$ cat src/rtl/ptl_pkg.sv
package ptl_pkg;

   localparam int NUM_OUT = 4;
   localparam int NUM_GRP = 4;
   localparam int BYP_W   = 4;

   typedef enum logic [1:0] {
      OM_SHARE  = 2'd0,
      OM_BYPASS = 2'd1,
      OM_XOR    = 2'd2,
      OM_SINGLE = 2'd3
   } out_mode_e;

   typedef enum logic [1:0] {
      CU_LOGIC = 2'd0,
      CU_AUX   = 2'd1,
      CU_RESET = 2'd2,
      CU_RSVD  = 2'd3
   } ctl_use_e;

endpackage

$ cat src/rtl/ptl_term_array.sv
module ptl_term_array #(
   parameter int NI = 18,
   parameter int NT = 20
) (
   input  logic [NI-1:0]    lit_in,
   input  logic [NT*NI-1:0] true_mask,
   input  logic [NT*NI-1:0] comp_mask,
   input  logic [NT-1:0]    term_en,
   output logic [NT-1:0]    pt
);

   initial begin
      assert (NI > 0 && NT > 0) else $error("term array: empty geometry");
   end

   for (genvar t = 0; t < NT; t++) begin : g_term
      logic [NI-1:0] pass;
      assign pass  = (~true_mask[t*NI +: NI] | lit_in) &
                     (~comp_mask[t*NI +: NI] | ~lit_in);
      assign pt[t] = term_en[t] & (&pass);
   end

endmodule

$ cat src/rtl/ptl_ctrl.sv
module ptl_ctrl #(
   parameter int NT     = 20,
   parameter int CLK_PT = 12,
   parameter int OE_PT  = 19
) (
   input  logic [NT-1:0] pt,
   input  logic [1:0]    clk_use,
   input  logic [1:0]    oe_use,
   output logic [NT-1:0] taken,
   output logic          pt_clk,
   output logic          pt_oe,
   output logic          pt_rst
);
   import ptl_pkg::*;

   initial begin
      assert (CLK_PT < NT && OE_PT < NT && CLK_PT != OE_PT)
         else $error("ctrl: control term index out of range");
   end

   logic clk_taken, oe_taken;
   assign clk_taken = (clk_use != CU_LOGIC);
   assign oe_taken  = (oe_use  != CU_LOGIC);

   always_comb begin
      taken         = '0;
      taken[CLK_PT] = clk_taken;
      taken[OE_PT]  = oe_taken;
   end

   assign pt_clk = (clk_use == CU_AUX) & pt[CLK_PT];
   assign pt_oe  = (oe_use  == CU_AUX) & pt[OE_PT];
   assign pt_rst = ((clk_use == CU_RESET) & pt[CLK_PT]) |
                   ((oe_use  == CU_RESET) & pt[OE_PT]);

endmodule

$ cat src/rtl/ptl_share.sv
module ptl_share #(
   parameter int NT     = 20,
   parameter int GSZ0   = 4,
   parameter int GSZ1   = 4,
   parameter int GSZ2   = 5,
   parameter int GSZ3   = 7,
   parameter bit XOR_EN = 1'b1
) (
   input  logic [NT-1:0]                     pt,
   input  logic [NT-1:0]                     taken,
   input  logic [2*ptl_pkg::NUM_OUT-1:0]     out_mode,
   input  logic [ptl_pkg::NUM_OUT*ptl_pkg::NUM_GRP-1:0] grp_sel,
   output logic [ptl_pkg::NUM_OUT-1:0]       sum_out,
   output logic [ptl_pkg::NUM_OUT-1:0]       xor_b
);
   import ptl_pkg::*;

   localparam int OFF1 = GSZ0;
   localparam int OFF2 = OFF1 + GSZ1;
   localparam int OFF3 = OFF2 + GSZ2;
   localparam int TOT  = OFF3 + GSZ3;

   initial begin
      assert (TOT == NT) else $error("share: group sizes do not cover terms");
      assert (BYP_W * NUM_OUT <= NT) else $error("share: bypass span too wide");
   end

   function automatic int grp_of(input int t);
      if (t < OFF1)      return 0;
      else if (t < OFF2) return 1;
      else if (t < OFF3) return 2;
      else               return 3;
   endfunction

   logic [NT-1:0]      xtake;
   logic [NT-1:0]      live;
   logic [NUM_GRP-1:0] grp_sum;

   // terms claimed as XOR operands
   if (XOR_EN) begin : g_xor
      always_comb begin
         xtake = '0;
         for (int k = 0; k < NUM_OUT; k++)
            if (out_mode[2*k +: 2] == OM_XOR) xtake[BYP_W*k] = 1'b1;
      end
   end else begin : g_noxor
      assign xtake = '0;
   end

   assign live = pt & ~taken & ~xtake;

   always_comb begin
      grp_sum = '0;
      for (int t = 0; t < NT; t++)
         if (live[t]) grp_sum[grp_of(t)] = 1'b1;
   end

   for (genvar k = 0; k < NUM_OUT; k++) begin : g_out
      logic [1:0] md;
      logic       shared;
      assign md     = out_mode[2*k +: 2];
      assign shared = |(grp_sum & grp_sel[NUM_GRP*k +: NUM_GRP]);
      always_comb begin
         unique case (md)
            OM_BYPASS: sum_out[k] = |live[BYP_W*k +: BYP_W];
            OM_SINGLE: sum_out[k] = live[BYP_W*k];
            default:   sum_out[k] = shared;
         endcase
      end
      if (XOR_EN) begin : g_xb
         assign xor_b[k] = (md == OM_XOR) & pt[BYP_W*k] & ~taken[BYP_W*k];
      end else begin : g_nxb
         assign xor_b[k] = 1'b0;
      end
   end

endmodule

$ cat src/rtl/ptl_logic_cell.sv
module ptl_logic_cell #(
   parameter int N_BUS  = 16,
   parameter int N_DED  = 2,
   parameter int GSZ0   = 4,
   parameter int GSZ1   = 4,
   parameter int GSZ2   = 5,
   parameter int GSZ3   = 7,
   parameter int CLK_PT = 12,
   parameter int OE_PT  = 19,
   parameter bit XOR_EN = 1'b1,
   localparam int NI    = N_BUS + N_DED,
   localparam int NT    = GSZ0 + GSZ1 + GSZ2 + GSZ3
) (
   input  logic [N_BUS-1:0]   bus_in,
   input  logic [N_DED-1:0]   ded_in,
   input  logic [NT*NI-1:0]   cfg_true_mask,
   input  logic [NT*NI-1:0]   cfg_comp_mask,
   input  logic [NT-1:0]      cfg_term_en,
   input  logic [7:0]         cfg_out_mode,
   input  logic [15:0]        cfg_grp_sel,
   input  logic [1:0]         cfg_pt12_mode,
   input  logic [1:0]         cfg_pt19_mode,
   output logic [3:0]         sum_out,
   output logic [3:0]         xor_b,
   output logic               pt_clk,
   output logic               pt_rst,
   output logic               pt_oe
);
   import ptl_pkg::*;

   initial begin
      assert (NUM_OUT == 4 && NUM_GRP == 4) else $error("cell: port widths assume four outputs");
      assert (N_BUS > 0 && N_DED >= 0) else $error("cell: bad input widths");
   end

   logic [NI-1:0] lit;
   logic [NT-1:0] pt;
   logic [NT-1:0] taken;

   assign lit = {ded_in, bus_in};

   ptl_term_array #(.NI(NI), .NT(NT)) u_terms (
      .lit_in   (lit),
      .true_mask(cfg_true_mask),
      .comp_mask(cfg_comp_mask),
      .term_en  (cfg_term_en),
      .pt       (pt)
   );

   ptl_ctrl #(.NT(NT), .CLK_PT(CLK_PT), .OE_PT(OE_PT)) u_ctrl (
      .pt     (pt),
      .clk_use(cfg_pt12_mode),
      .oe_use (cfg_pt19_mode),
      .taken  (taken),
      .pt_clk (pt_clk),
      .pt_oe  (pt_oe),
      .pt_rst (pt_rst)
   );

   ptl_share #(.NT(NT), .GSZ0(GSZ0), .GSZ1(GSZ1), .GSZ2(GSZ2), .GSZ3(GSZ3),
               .XOR_EN(XOR_EN)) u_share (
      .pt      (pt),
      .taken   (taken),
      .out_mode(cfg_out_mode),
      .grp_sel (cfg_grp_sel),
      .sum_out (sum_out),
      .xor_b   (xor_b)
   );

   // checks across the sub-blocks
   always_comb begin
      for (int t = 0; t < NT; t++)
         assert_off_term_low_R2: assert (cfg_term_en[t] || !pt[t])
            else $error("R2: disabled term %0d is high", t);
      for (int k = 0; k < NUM_OUT; k++) begin
         if (cfg_out_mode[2*k +: 2] == OM_BYPASS) begin
            assert_bypass_no_xor_R5: assert (!xor_b[k])
               else $error("R5: xor operand live in bypass on output %0d", k);
            assert_bypass_quiet_R5: assert ((|pt[BYP_W*k +: BYP_W]) || !sum_out[k])
               else $error("R5: bypass output %0d high with quartet low", k);
         end
         if (cfg_out_mode[2*k +: 2] == OM_SINGLE)
            assert_single_follows_R7: assert (sum_out[k] == (pt[BYP_W*k] & ~taken[BYP_W*k]))
               else $error("R7: single output %0d mismatch", k);
         if (cfg_out_mode[2*k +: 2] == OM_SHARE && cfg_grp_sel[NUM_GRP*k +: NUM_GRP] == '0)
            assert_empty_sel_low_R4: assert (!sum_out[k])
               else $error("R4: empty selection on output %0d is high", k);
      end
      assert_clk_needs_term_R8: assert (!pt_clk || cfg_term_en[CLK_PT])
         else $error("R8: clock term high while disabled");
      assert_oe_needs_term_R9: assert (!pt_oe || cfg_term_en[OE_PT])
         else $error("R9: oe term high while disabled");
   end

endmodule

$ cat config.mk
export PLATFORM = sky130hd
export DESIGN_NAME = ptl_logic_cell
export DESIGN_NICKNAME = d
export VERILOG_FILES = /design/src/rtl/ptl_pkg.sv /design/src/rtl/ptl_term_array.sv /design/src/rtl/ptl_ctrl.sv /design/src/rtl/ptl_share.sv /design/src/rtl/ptl_logic_cell.sv
export SDC_FILE = /design/constraint.sdc
export NUM_CORES = 1
export LEC_CHECK = 0
export ABC_AREA = 1
export BUFFER_PORTS_ARGS = -buffer_cell sky130_fd_sc_hd__buf_2
export CORE_AREA = 2 2 313 315
export DETAILED_ROUTE_END_ITERATION = 8
export DIE_AREA = 0 0 315 317
export GPL_TIMING_DRIVEN = 0
export PLACE_DENSITY_LB_ADDON = 0.05
export SYNTH_ARGS = -nofsm -noshare
export SYNTH_HDL_FRONTEND = slang
export SYNTH_SLANG_ARGS = --single-unit
export TNS_END_PERCENT = 20
$ cat constraint.sdc
create_clock -name vclk -period 1.9
set_input_delay 0.285 -clock vclk [all_inputs]
set_output_delay 0.285 -clock vclk [all_outputs]
set_load 0.1 [all_outputs]
== After elaboration in Yosys (flattened, before gate mapping) ==
Cells that the tools add are included.

* Output and inout bits: 11
* Register bits after elaboration: 0

* Equal/unequal tests: 16
* Bitwise gates (word level): 159
* $lt $le $gt $ge: 40
* Multiplexer cells: 88
* Reduce and logical (&&, ||, !) cells: 50

{| class="wikitable"
|+ Operator list
! operator !! number
|-
| 18-bit NOT || 41
|-
| 18-bit OR || 40
|-
| 32-bit by 1-bit greater-or-equal comparator with 1-bit output (second input constant) || 20
|-
| 32-bit by 4-bit less-than comparator with 1-bit output (second input constant) || 20
|-
| 32-bit 2-to-1 mux || 20
|-
| 18-bit AND || 20
|-
| 18-bit AND reduction || 20
|-
| 4-bit 2-to-1 mux || 20
|-
| 4-bit OR || 19
|-
| 20-bit AND || 2
|-
| 1-bit demux with 2-bit select || 20
|-
| 4-bit OR reduction || 8
|-
| 1-bit AND || 29
|-
| 1-bit 2-to-1 mux || 24
|-
| 2-bit equality test (second input constant) || 10
|-
| 1-bit logical AND || 20
|-
| 13-bit NOT with 20-bit output || 1
|-
| 20-bit NOT || 1
|-
| 4-bit AND || 4
|-
| 2-bit by 1-bit equality test with 1-bit output (second input constant) || 6
|-
| 1-bit case mux with 2 select lines || 4
|-
| 2-bit nonzero test || 2
|-
| 1-bit NOT || 1
|-
| 1-bit OR || 1
|}

== Depth between registers and ports, before layout ==
Gate-level depths: netlist (run 1).

* Depth in word-level cells: 54
* Depth in mapped cells: 15

== Hierarchy ==
From an unflattened synthesis (run 1), not the netlist that was laid out.

* Cell total of the unflattened synthesis: 1,494
* Area, all modules: 6,018.3 µm²

{| class="wikitable"
|+ Modules (own cells, without submodules)
! module !! seq. area each (µm²) !! times used !! area each (µm²) !! cells an instance
|-
| ptl_term_array || 0.0 || 1 || 5,311.3 || 1,349
|-
| ptl_share || 0.0 || 1 || 504.2 || 113
|-
| ptl_ctrl || 0.0 || 1 || 202.7 || 32
|}

== Worst setup path after synthesis (run 1) ==
No wires, ideal clock.

* Path kind: input -> output
* Start: input port bus_in[3]
* End: output port pt_clk
* Data arrival time: 3.762 ns
* Stages: 7
* Path slack: -2.147 ns
* Required time: 1.615 ns
* Cells stage by stage: buf_6 > buf_2 > nand2_1 > nand4_1 > nor2_1 > nand3b_1 > nor4_1

* Longest elaborated chain between the ends: 6
* Elaborated cells between the ends (all ways): 7

{| class="wikitable"
|+ Ends and longest elaborated chain
! item !! RTL line !! text
|-
| from (decl) || ptl_logic_cell.sv:14 || <nowiki>input logic [N_BUS-1:0] bus_in,</nowiki>
|-
| 18-bit NOT || ptl_term_array.sv:19 || <nowiki>(~comp_mask[t*NI +: NI] | ~lit_in);</nowiki>
|-
| 18-bit OR || ptl_term_array.sv:19 ||
|-
| 18-bit AND (*) || ptl_term_array.sv:18 || <nowiki>assign pass = (~true_mask[t*NI +: NI] | lit_in) &</nowiki>
|-
| 18-bit AND reduction (*) || ptl_term_array.sv:20 || <nowiki>assign pt[t] = term_en[t] & (&pass);</nowiki>
|-
| 1-bit AND (*) || ptl_term_array.sv:20 ||
|-
| 1-bit AND (*) || ptl_ctrl.sv:31 || <nowiki>assign pt_clk = (clk_use == CU_AUX) & pt[CLK_PT];</nowiki>
|-
| to (decl) || ptl_logic_cell.sv:25 || <nowiki>output logic pt_clk,</nowiki>
|}

Every way passes the cells marked *; elsewhere a longest branch is shown, timed or not.

== Final worst setup path (run 1) ==
* Start: input port bus_in[5]
* End: output port sum_out[1]

* Longest elaborated chain between the ends: 49
* Elaborated cells between the ends (all ways): 146

{| class="wikitable"
|+ Ends and longest elaborated chain
! item !! RTL line !! text
|-
| 18-bit NOT || ptl_term_array.sv:19 ||
|-
| 18-bit OR || ptl_term_array.sv:19 ||
|-
| 18-bit AND || ptl_term_array.sv:18 ||
|-
| 18-bit AND reduction || ptl_term_array.sv:20 ||
|-
| 1-bit AND || ptl_term_array.sv:20 ||
|-
| 20-bit AND (*) (2 in a row) || ptl_share.sv:50 || <nowiki>assign live = pt & ~taken & ~xtake;</nowiki>
|-
| 4-bit 2-to-1 mux || ptl_share.sv:55 || <nowiki>if (live[t]) grp_sum[grp_of(t)] = 1'b1;</nowiki>
|-
| 4-bit OR (no line) || - ||
|-
| [... 32 more ...] || - ||
|-
| 4-bit 2-to-1 mux || ptl_share.sv:55 ||
|-
| 4-bit OR (no line) || - ||
|-
| 4-bit 2-to-1 mux || ptl_share.sv:55 ||
|-
| 4-bit OR (no line) || - ||
|-
| 4-bit 2-to-1 mux || ptl_share.sv:55 ||
|-
| 4-bit AND || ptl_share.sv:62 || <nowiki>assign shared = |(grp_sum & grp_sel[NUM_GRP*k +: NUM_GRP]);</nowiki>
|-
| 4-bit OR reduction || ptl_share.sv:62 ||
|-
| 1-bit case mux with 2 select lines (*) || ptl_share.sv:64 || <nowiki>unique case (md)</nowiki>
|-
| to (decl) || ptl_logic_cell.sv:23 || <nowiki>output logic [3:0] sum_out,</nowiki>
|}

Marks and branches as above.

==> results of run 1 <==
[layer usage]
layer  vias to the layer above  global-route usage [%]  routed length [µm]
met5                         -                       0                 282
met4                        46                    1.82                1360
met3                       112                    3.99                6470
met2                       536                    36.3               52600
met1                      5939                    22.0               39700
li1                       6329                       -                   -
[cell families (layout without fill, tap and decap cells)]
family	count (synthesis)	after routing	share of synthesized area, %
and+or+nand+nor	1398	1398	89.3
buffers and inverters	113	950	8.80
AOI/OAI and AO/OA	19	19	1.91
other	0	11	0
[cell usage after synthesis, types with 2 or more instances]
library cell and count:
sky130_fd_sc_hd__buf_2 66, sky130_fd_sc_hd__nor3_1 3, sky130_fd_sc_hd__o21bai_1 4, sky130_fd_sc_hd__a22oi_1 2
sky130_fd_sc_hd__inv_2 17, sky130_fd_sc_hd__nor2_1 231, sky130_fd_sc_hd__nor4_1 2, sky130_fd_sc_hd__nand3_1 32
sky130_fd_sc_hd__o21ai_0 5, sky130_fd_sc_hd__nor2_2 2, sky130_fd_sc_hd__inv_1 26, sky130_fd_sc_hd__nand3b_1 4
sky130_fd_sc_hd__buf_6 3, sky130_fd_sc_hd__a21oi_1 7, sky130_fd_sc_hd__nand4_1 30, sky130_fd_sc_hd__nand2_1 1093
[cell type report]
type	instances	area (µm²)	area share, %
multi-input cells	1417	6220	44.1
inverters	44	253	1.79
well taps	1276	1600	11.3
plain buffers	69	1130	8.00
repair buffers	837	4870	34.6
diodes	11	27.5	0.195
[timing repair]
action                     in CTS  in global routing
pin swaps                      58                 29
hold buffers                    0                  0
resized for setup             456                 41
buffers inserted               28                  5
setup endpoints to repair      11                 11
cloned                          6                  2
[per-stage QoR]
stage | total power, mW | std cells | utilization [%]
after floorplan | 0.976 | 1530 | -
after global placement | 2.67 | 3602 | 12.2
after detailed placement | 2.66 | 3602 | 12.2
after CTS | 3.15 | 3636 | 14.4
after global routing | 3.42 | 3648 | 14.6
final | 3.12 | 3654 | 14.6
[power by group]
part           switching [mW]  leakage (nW)  internal (mW)   total [mW]
sequential                  0             0              0            0
combinational            1.75          8.03           1.37         3.12
clock                       0     0.0000697    0.000000674  0.000000674
total                    1.75          8.03           1.37         3.12
[final timing paths]
check | from | to | slack (ns)
setup / recovery | bus_in[5] | sum_out[1] | -0.56
hold / removal | cfg_pt19_mode[1] | pt_oe | 0.92
==> Implementation_results.wiki, run 1 <==
{| class="wikitable"
! Metric !! Value
|-
| Initial DRT Pass Iterations || 5
|-
| Standard cell with the maximum stage delay on the critical path || sky130_fd_sc_hd__nor2_4
|-
| Reported leakage power || 8.03 nW
|-
| Antenna violations before repair || between 50 and 60
|-
| Placed standard-cell area || 11,700 µm²
|-
| FFs & Latches || 0
|-
| Via count of the first global-routing pass || between 10,000 and 15,000
|-
| CORE AREA || 96,300 µm²
|-
| Max Slew Vio Count || 0
|-
| Data arrival time of the critical path || between 2 and 2.5 ns
|-
| Count of warnings emitted by yosys || 0
|-
| Share of the yosys chip area belonging to registers || 0%
|-
| Final Hold Slack || between 0.9 and 1 ns
|-
| Final worst setup slack || -0.556 ns
|-
| Type of the most critical hold path || input port to primary output
|-
| Most common cell after layout, fill and taps aside || sky130_fd_sc_hd__nand2_1
|-
| Post-detailed-routing wire length || 100,000 µm
|-
| Max Fanout on Critical Path || 8
|-
| Number of placement rows || 114
|-
| Status || finished with violations
|-
| Signed area change from the synthesized netlist to the final layout || 133%
|-
| Number of standard cells after synthesis || between 1,500 and 2,000
|-
| Height of the die || approximately 320 µm
|-
| Sequential Area || 0 µm²
|-
| Total vias in the final route || between 10,000 and 15,000
|-
| Minimum clock period after layout || between 2 and 2.5 ns
|-
| Critical path buffers and inverters || 3
|-
| Initial Util || between 6 and 7%
|-
| Cell area after synthesis || between 6000 and 7000 µm²
|-
| Layout net count || between 3,000 and 4,000
|-
| Residual overflow from global routing || 0
|-
| Least-Margin Pin Slew || approximately 0.45 ns
|-
| Total routing usage reported by global routing || between 10% and 20%
|-
| Slowest cell delay on critical path || 0.38 ns
|-
| Dpl ws || -2.04 ns
|-
| F_max || between 400 and 500 MHz
|-
| Count of buffers inserted at the top-level ports || 796
|-
| PD cells || 221 nW/µm²
|-
| Top library cells by usage in the layout, fill and taps aside || sky130_fd_sc_hd__nand2_1 (1,052), sky130_fd_sc_hd__buf_2 (769), sky130_fd_sc_hd__nor2_1 (159), sky130_fd_sc_hd__buf_12 (56)
|-
| Number of maximum-capacitance violations || 0
|-
| Share of the clock period used by the worst path after layout || 129%
|-
| Setup TNS Final || -3.72 ns
|-
| Antenna-violating nets left || 0
|-
| Cell area after layout || roughly 14,000 µm²
|-
| Worst voltage drop across the vdd grid || 49.1 µV
|-
| Area share of the leading cell type in the synthesized netlist || between 60% and 70%
|-
| Share of final-layout standard cells stronger than drive strength 1 || about 45%
|-
| Mapped Avg Cell Area || a little under 4 µm²
|-
| Number of cells on the worst hold path || 3
|-
| Critical path capture point type || primary output
|-
| Maximum number of pins on one net before global-route repair || 11
|-
| Total die area || approximately 100,000 µm²
|-
| # clk buffers || 0
|-
| Max-slew headroom || approximately 70%
|-
| Cell family contributing the most delay on the critical path || simple AND/OR/NAND/NOR gates
|-
| Biggest area contributors in the synthesized netlist || sky130_fd_sc_hd__nand2_1 (68%), sky130_fd_sc_hd__nor2_1 (14%), sky130_fd_sc_hd__buf_2 (5.5%)
|-
| Final number of hold-violating endpoints || 0
|-
| Failing checks || negative setup slack
|-
| Number of distinct library cell variants in the gate-level netlist after synthesis || 19
|-
| Detail Placement HPWL || between 80,000 and 90,000 µm
|-
| Synth area leader || sky130_fd_sc_hd__nand2_1
|-
| Required time of the critical path || approximately 1.6 ns
|-
| IO Pins || 797
|-
| Net count after synthesis || 2,316
|-
| Final Wtd Congestion || ~0.83
|-
| Average via count per standard cell || roughly 3.5
|-
| Die Wd || around 320 µm
|-
| Type of element launching the critical path || input port
|-
| Unrepaired setup endpoints after global routing || true
|-
| Number of DRC violations after detailed routing || 0
|-
| Number of inserted filler cells in the final layout || roughly 12,000
|-
| First-pass GRT wire length || ~130,000 µm
|-
| Routed wire length per instance || about 27 µm
|-
| Iter 0 DRT Violations || 600
|-
| Cell Chain, Critical Path || buf_12 > buf_12 > nand2_2 > nand4_1 > nor2_4 > nand3_2 > nand2_4 > nor2_4 > nand3_4 > nand2_1 > nand2_2 > nor2_2 > nor2_4 > buf_12
|-
| Worst Setup Path Type || input port to primary output
|-
| Setup-failing EPs final || 11
|-
| Critical path depth || 14
|}
Note: power is estimated with default switching activity, not from simulation.
==> run 2, diff against run 1 <==
--- a/config.mk
+++ b/config.mk
@@ -15,4 +15,4 @@
 export SYNTH_ARGS = -nofsm -noshare
 export SYNTH_HDL_FRONTEND = slang
 export SYNTH_SLANG_ARGS = --single-unit
-export TNS_END_PERCENT = 20
+export TNS_END_PERCENT = 30
==> run 2 against run 1 <==
  * Worst setup slack lost 0.041 ns
  * Non-clock buffer count grew 7
  * Combinational power is essentially flat
  * Final cell count grew 0.22%
  * Via count grew 1.5%
  * Count of clock-buffer cells in the layout is the same
  * Routed wire length grew 0.42%
  * Die area is the same
  * Sequential share of layout area is the same
  * The flow still finishes with violations (negative setup slack)
  * Highest routed layer unchanged
  * Fmax shrank 1.6%
  * Sequential cell count is the same
  * Cell area shrank 1.6%
==> Implementation_results.wiki, run 2 (synthesized netlist as in run 1, its figures left out) <==
{| class="wikitable"
! Metric !! Value
|-
| Minimum clock period after layout || 2.50 ns (+0.0406 ns)
|-
| Die Wd || 315 µm (unchanged)
|-
| First-pass GRT wire length || 123,000 µm (-1.4%)
|-
| Total die area || 99,900 µm² (unchanged)
|-
| Least-Margin Pin Slew || 0.379 ns (-0.0706 ns)
|-
| Via count of the first global-routing pass || 13,500 (-1.5%)
|-
| Height of the die || 317 µm (unchanged)
|-
| # clk buffers || 0 (unchanged)
|-
| Critical path capture point type || primary output
|-
| Max Fanout on Critical Path || 5 (-3)
|-
| F_max || 400 MHz (-1.6%)
|-
| Number of DRC violations after detailed routing || 0 (unchanged)
|-
| Reported leakage power || 7.97 nW (-0.65%)
|-
| Required time of the critical path || 1.62 ns (about the same)
|-
| Antenna violations before repair || 52 (-7.1%)
|-
| Unrepaired setup endpoints after global routing || true
|-
| CORE AREA || 96,300 µm² (unchanged)
|-
| Sequential group share of total power || 0% (unchanged)
|-
| Type of element launching the critical path || input port
|-
| Number of maximum-capacitance violations || 0 (unchanged)
|-
| Share of the clock period used by the worst path after layout || 131% (+2.1 points)
|-
| Max Slew Vio Count || 0 (unchanged)
|-
| Initial DRT Pass Iterations || 5 (unchanged)
|-
| IO Pins || 797 (unchanged)
|-
| Share of final-layout standard cells stronger than drive strength 1 || 43.4% (-1.4 points)
|-
| Count of buffers inserted at the top-level ports || 796 (unchanged)
|-
| Signed area change from the synthesized netlist to the final layout || 130%
|-
| Total internal power || 1.33 mW (-2.7%)
|-
| Switching share of total power || 57.2% (+1.0 points)
|-
| Total routing usage reported by global routing || 18.7% (-0.21 points)
|-
| Max-slew headroom || 74.7% (+4.7 points)
|-
| Crit path from || bus_in[0]
|-
| Multi-input combinational cell area || 6080 µm² (-2.2%)
|-
| Antenna-violating nets left || 0 (unchanged)
|-
| Setup-failing EPs final || 11 (unchanged)
|-
| Worst voltage drop across the vdd grid || 53.6 µV (+9.2%)
|-
| Routed wire length per instance || 27.5 µm (+0.20%)
|-
| Type of the most critical hold path || input port to primary output
|-
| Pwr Total || 3.11 mW (-0.39%)
|-
| Switching power summed over all nets || 1.78 mW (+1.4%)
|-
| Sequential Area || 0 µm² (unchanged)
|-
| Total vias in the final route || 13,200 (+1.5%)
|-
| Final number of hold-violating endpoints || 0 (unchanged)
|-
| Maximum number of pins on one net before global-route repair || 12 (+1)
|-
| Final worst setup slack || -0.597 ns (-0.0406 ns)
|-
| Setup TNS Final || -3.90 ns (-0.179 ns)
|-
| Top library cells by usage in the layout, fill and taps aside || sky130_fd_sc_hd__nand2_1 (1,068), sky130_fd_sc_hd__buf_2 (772), sky130_fd_sc_hd__nor2_1 (178), sky130_fd_sc_hd__buf_12 (52), sky130_fd_sc_hd__buf_4 (39)
|-
| FFs & Latches || 0 (unchanged)
|-
| Post-cts hold buffer count || 0 (unchanged)
|-
| Data arrival time of the critical path || 2.21 ns (+0.04 ns)
|-
| Worst Setup Path Type || input port to primary output
|-
| Number of placement rows || 114 (unchanged)
|-
| Final Wtd Congestion || 0.822 (-0.63%)
|-
| Number of inserted filler cells in the final layout || 11,700 (+0.34%)
|-
| PD cells || 224 nW/µm² (+1.2%)
|-
| Status || finished with violations
|-
| Clock power share || 0% (unchanged)
|-
| Failing checks || negative setup slack
|-
| Combinational share of power || 100.0% (about the same)
|-
| Detail Placement HPWL || 81,500 µm (about the same)
|-
| Most common cell after layout, fill and taps aside || sky130_fd_sc_hd__nand2_1
|-
| Layout net count || 3,162 (+0.22%)
|-
| Initial Util || 6.27% (unchanged)
|-
| Post-detailed-routing wire length || 101,000 µm (+0.42%)
|-
| Worst setup endpoint || sum_out[2]
|-
| Iter 0 DRT Violations || 826 (+38%)
|-
| Average via count per standard cell || 3.59 (+1.3%)
|-
| Residual overflow from global routing || 0 (unchanged)
|}
-- run 2: cell count changes in the layout (fill, tap and decap cells not counted), moves of 3 or more --
cell / before / now
sky130_fd_sc_hd__nor2_1: 159 / 178
sky130_fd_sc_hd__nand2_1: 1052 / 1068
sky130_fd_sc_hd__nand2_2: 36 / 20
sky130_fd_sc_hd__nor2_2: 37 / 26
sky130_fd_sc_hd__nor2_4: 37 / 29
sky130_fd_sc_hd__buf_4: 32 / 39
sky130_fd_sc_hd__buf_6: 27 / 32
sky130_fd_sc_hd__buf_12: 56 / 52
sky130_fd_sc_hd__bufbuf_16: 5 / 1
sky130_fd_sc_hd__clkbuf_16: 2 / 6
sky130_fd_sc_hd__buf_2: 769 / 772
sky130_fd_sc_hd__inv_6: 4 / 1
sky130_fd_sc_hd__o21ai_0: 1 / 4
sky130_fd_sc_hd__o21ai_2: 3 / 0
-- run 2: cell type report --
cell class | count | share of cell area [%]
Buffer | 69 | 7.95
Antenna cell | 12 | 0.216
Inverter | 44 | 1.70
Multi-Input combinational cell | 1417 | 43.8
Tap cell | 1276 | 11.5
Timing Repair Buffer | 844 | 34.8
-- run 2: power by group through the flow --
stage | clock, mW | combinational [mW] | sequential [mW]
floorplan | 0 | 0.978 | 0
global placement | 0 | 2.69 | 0
detailed placement | 0 | 2.67 | 0
CTS | 0 | 3.01 | 0
global route | 0.000000492 | 3.40 | 0
finish | 0.000000697 | 3.11 | 0
-- run 2: metrics by stage --
stage / cells / instance area, µm² / util [%] / worst slack [ns] / hold slack [ns]
finish: 3662 / 13900 / 14.4 / -0.597 / 0.913
global route: 3657 / 13900 / 14.4 / -0.716 / 0.935
CTS: 3627 / 13200 / 13.7 / -0.667 / 0.917
detailed placement: 3602 / 11700 / 12.2 / -2.16 / 1.03
global placement: 3602 / 11700 / 12.2 / -2.18 / 1.03
floorplan: 1530 / 6170 / - / -0.346 / 0.668
-- run 2: worst min path at each step --
stage                startpoint  endpoint  cells after the start
2_1_floorplan  cfg_pt19_mode[1]     pt_oe                      1
3_3_place_gp   cfg_pt19_mode[1]     pt_oe                      3
3_5_place_dp   cfg_pt19_mode[1]     pt_oe                      3
4_1_cts         cfg_out_mode[0]  xor_b[0]                      3
5_1_grt         cfg_out_mode[0]  xor_b[0]                      3
6_report        cfg_out_mode[0]  xor_b[0]                      3
-- run 2: worst max-delay path, stage by stage --
cell and delay (ns):
sky130_fd_sc_hd__buf_8 0.09, sky130_fd_sc_hd__inv_4 0.04, sky130_fd_sc_hd__buf_12 0.14, sky130_fd_sc_hd__nand2_2 0.06, sky130_fd_sc_hd__nand4_1 0.28, sky130_fd_sc_hd__nor2_4 0.34, sky130_fd_sc_hd__nand3_2 0.13, sky130_fd_sc_hd__nand3_4 0.19
sky130_fd_sc_hd__nor2_4 0.06, sky130_fd_sc_hd__nand2_4 0.09, sky130_fd_sc_hd__nand2_2 0.06, sky130_fd_sc_hd__nand2_2 0.06, sky130_fd_sc_hd__nor2_2 0.05, sky130_fd_sc_hd__nor2_4 0.10, sky130_fd_sc_hd__buf_12 0.18
-- run 2: timing repair --
item                                    4_1_cts  5_1_grt
buffers inserted                             24       17
gates resized for setup                     333       89
pin swaps                                    45       34
cloned                                        1        6
endpoints found under the setup margin       11       11
-- run 2: routing by layer --
layer  track usage, %  vias to the layer above  share of wire [%]
li1                 -                     6341                  -
met1             22.9                     6060                 41
met2             35.2                      602                 51
met3             3.12                      109                6.2
met4             1.74                       46                1.6
met5                0                        -               0.28
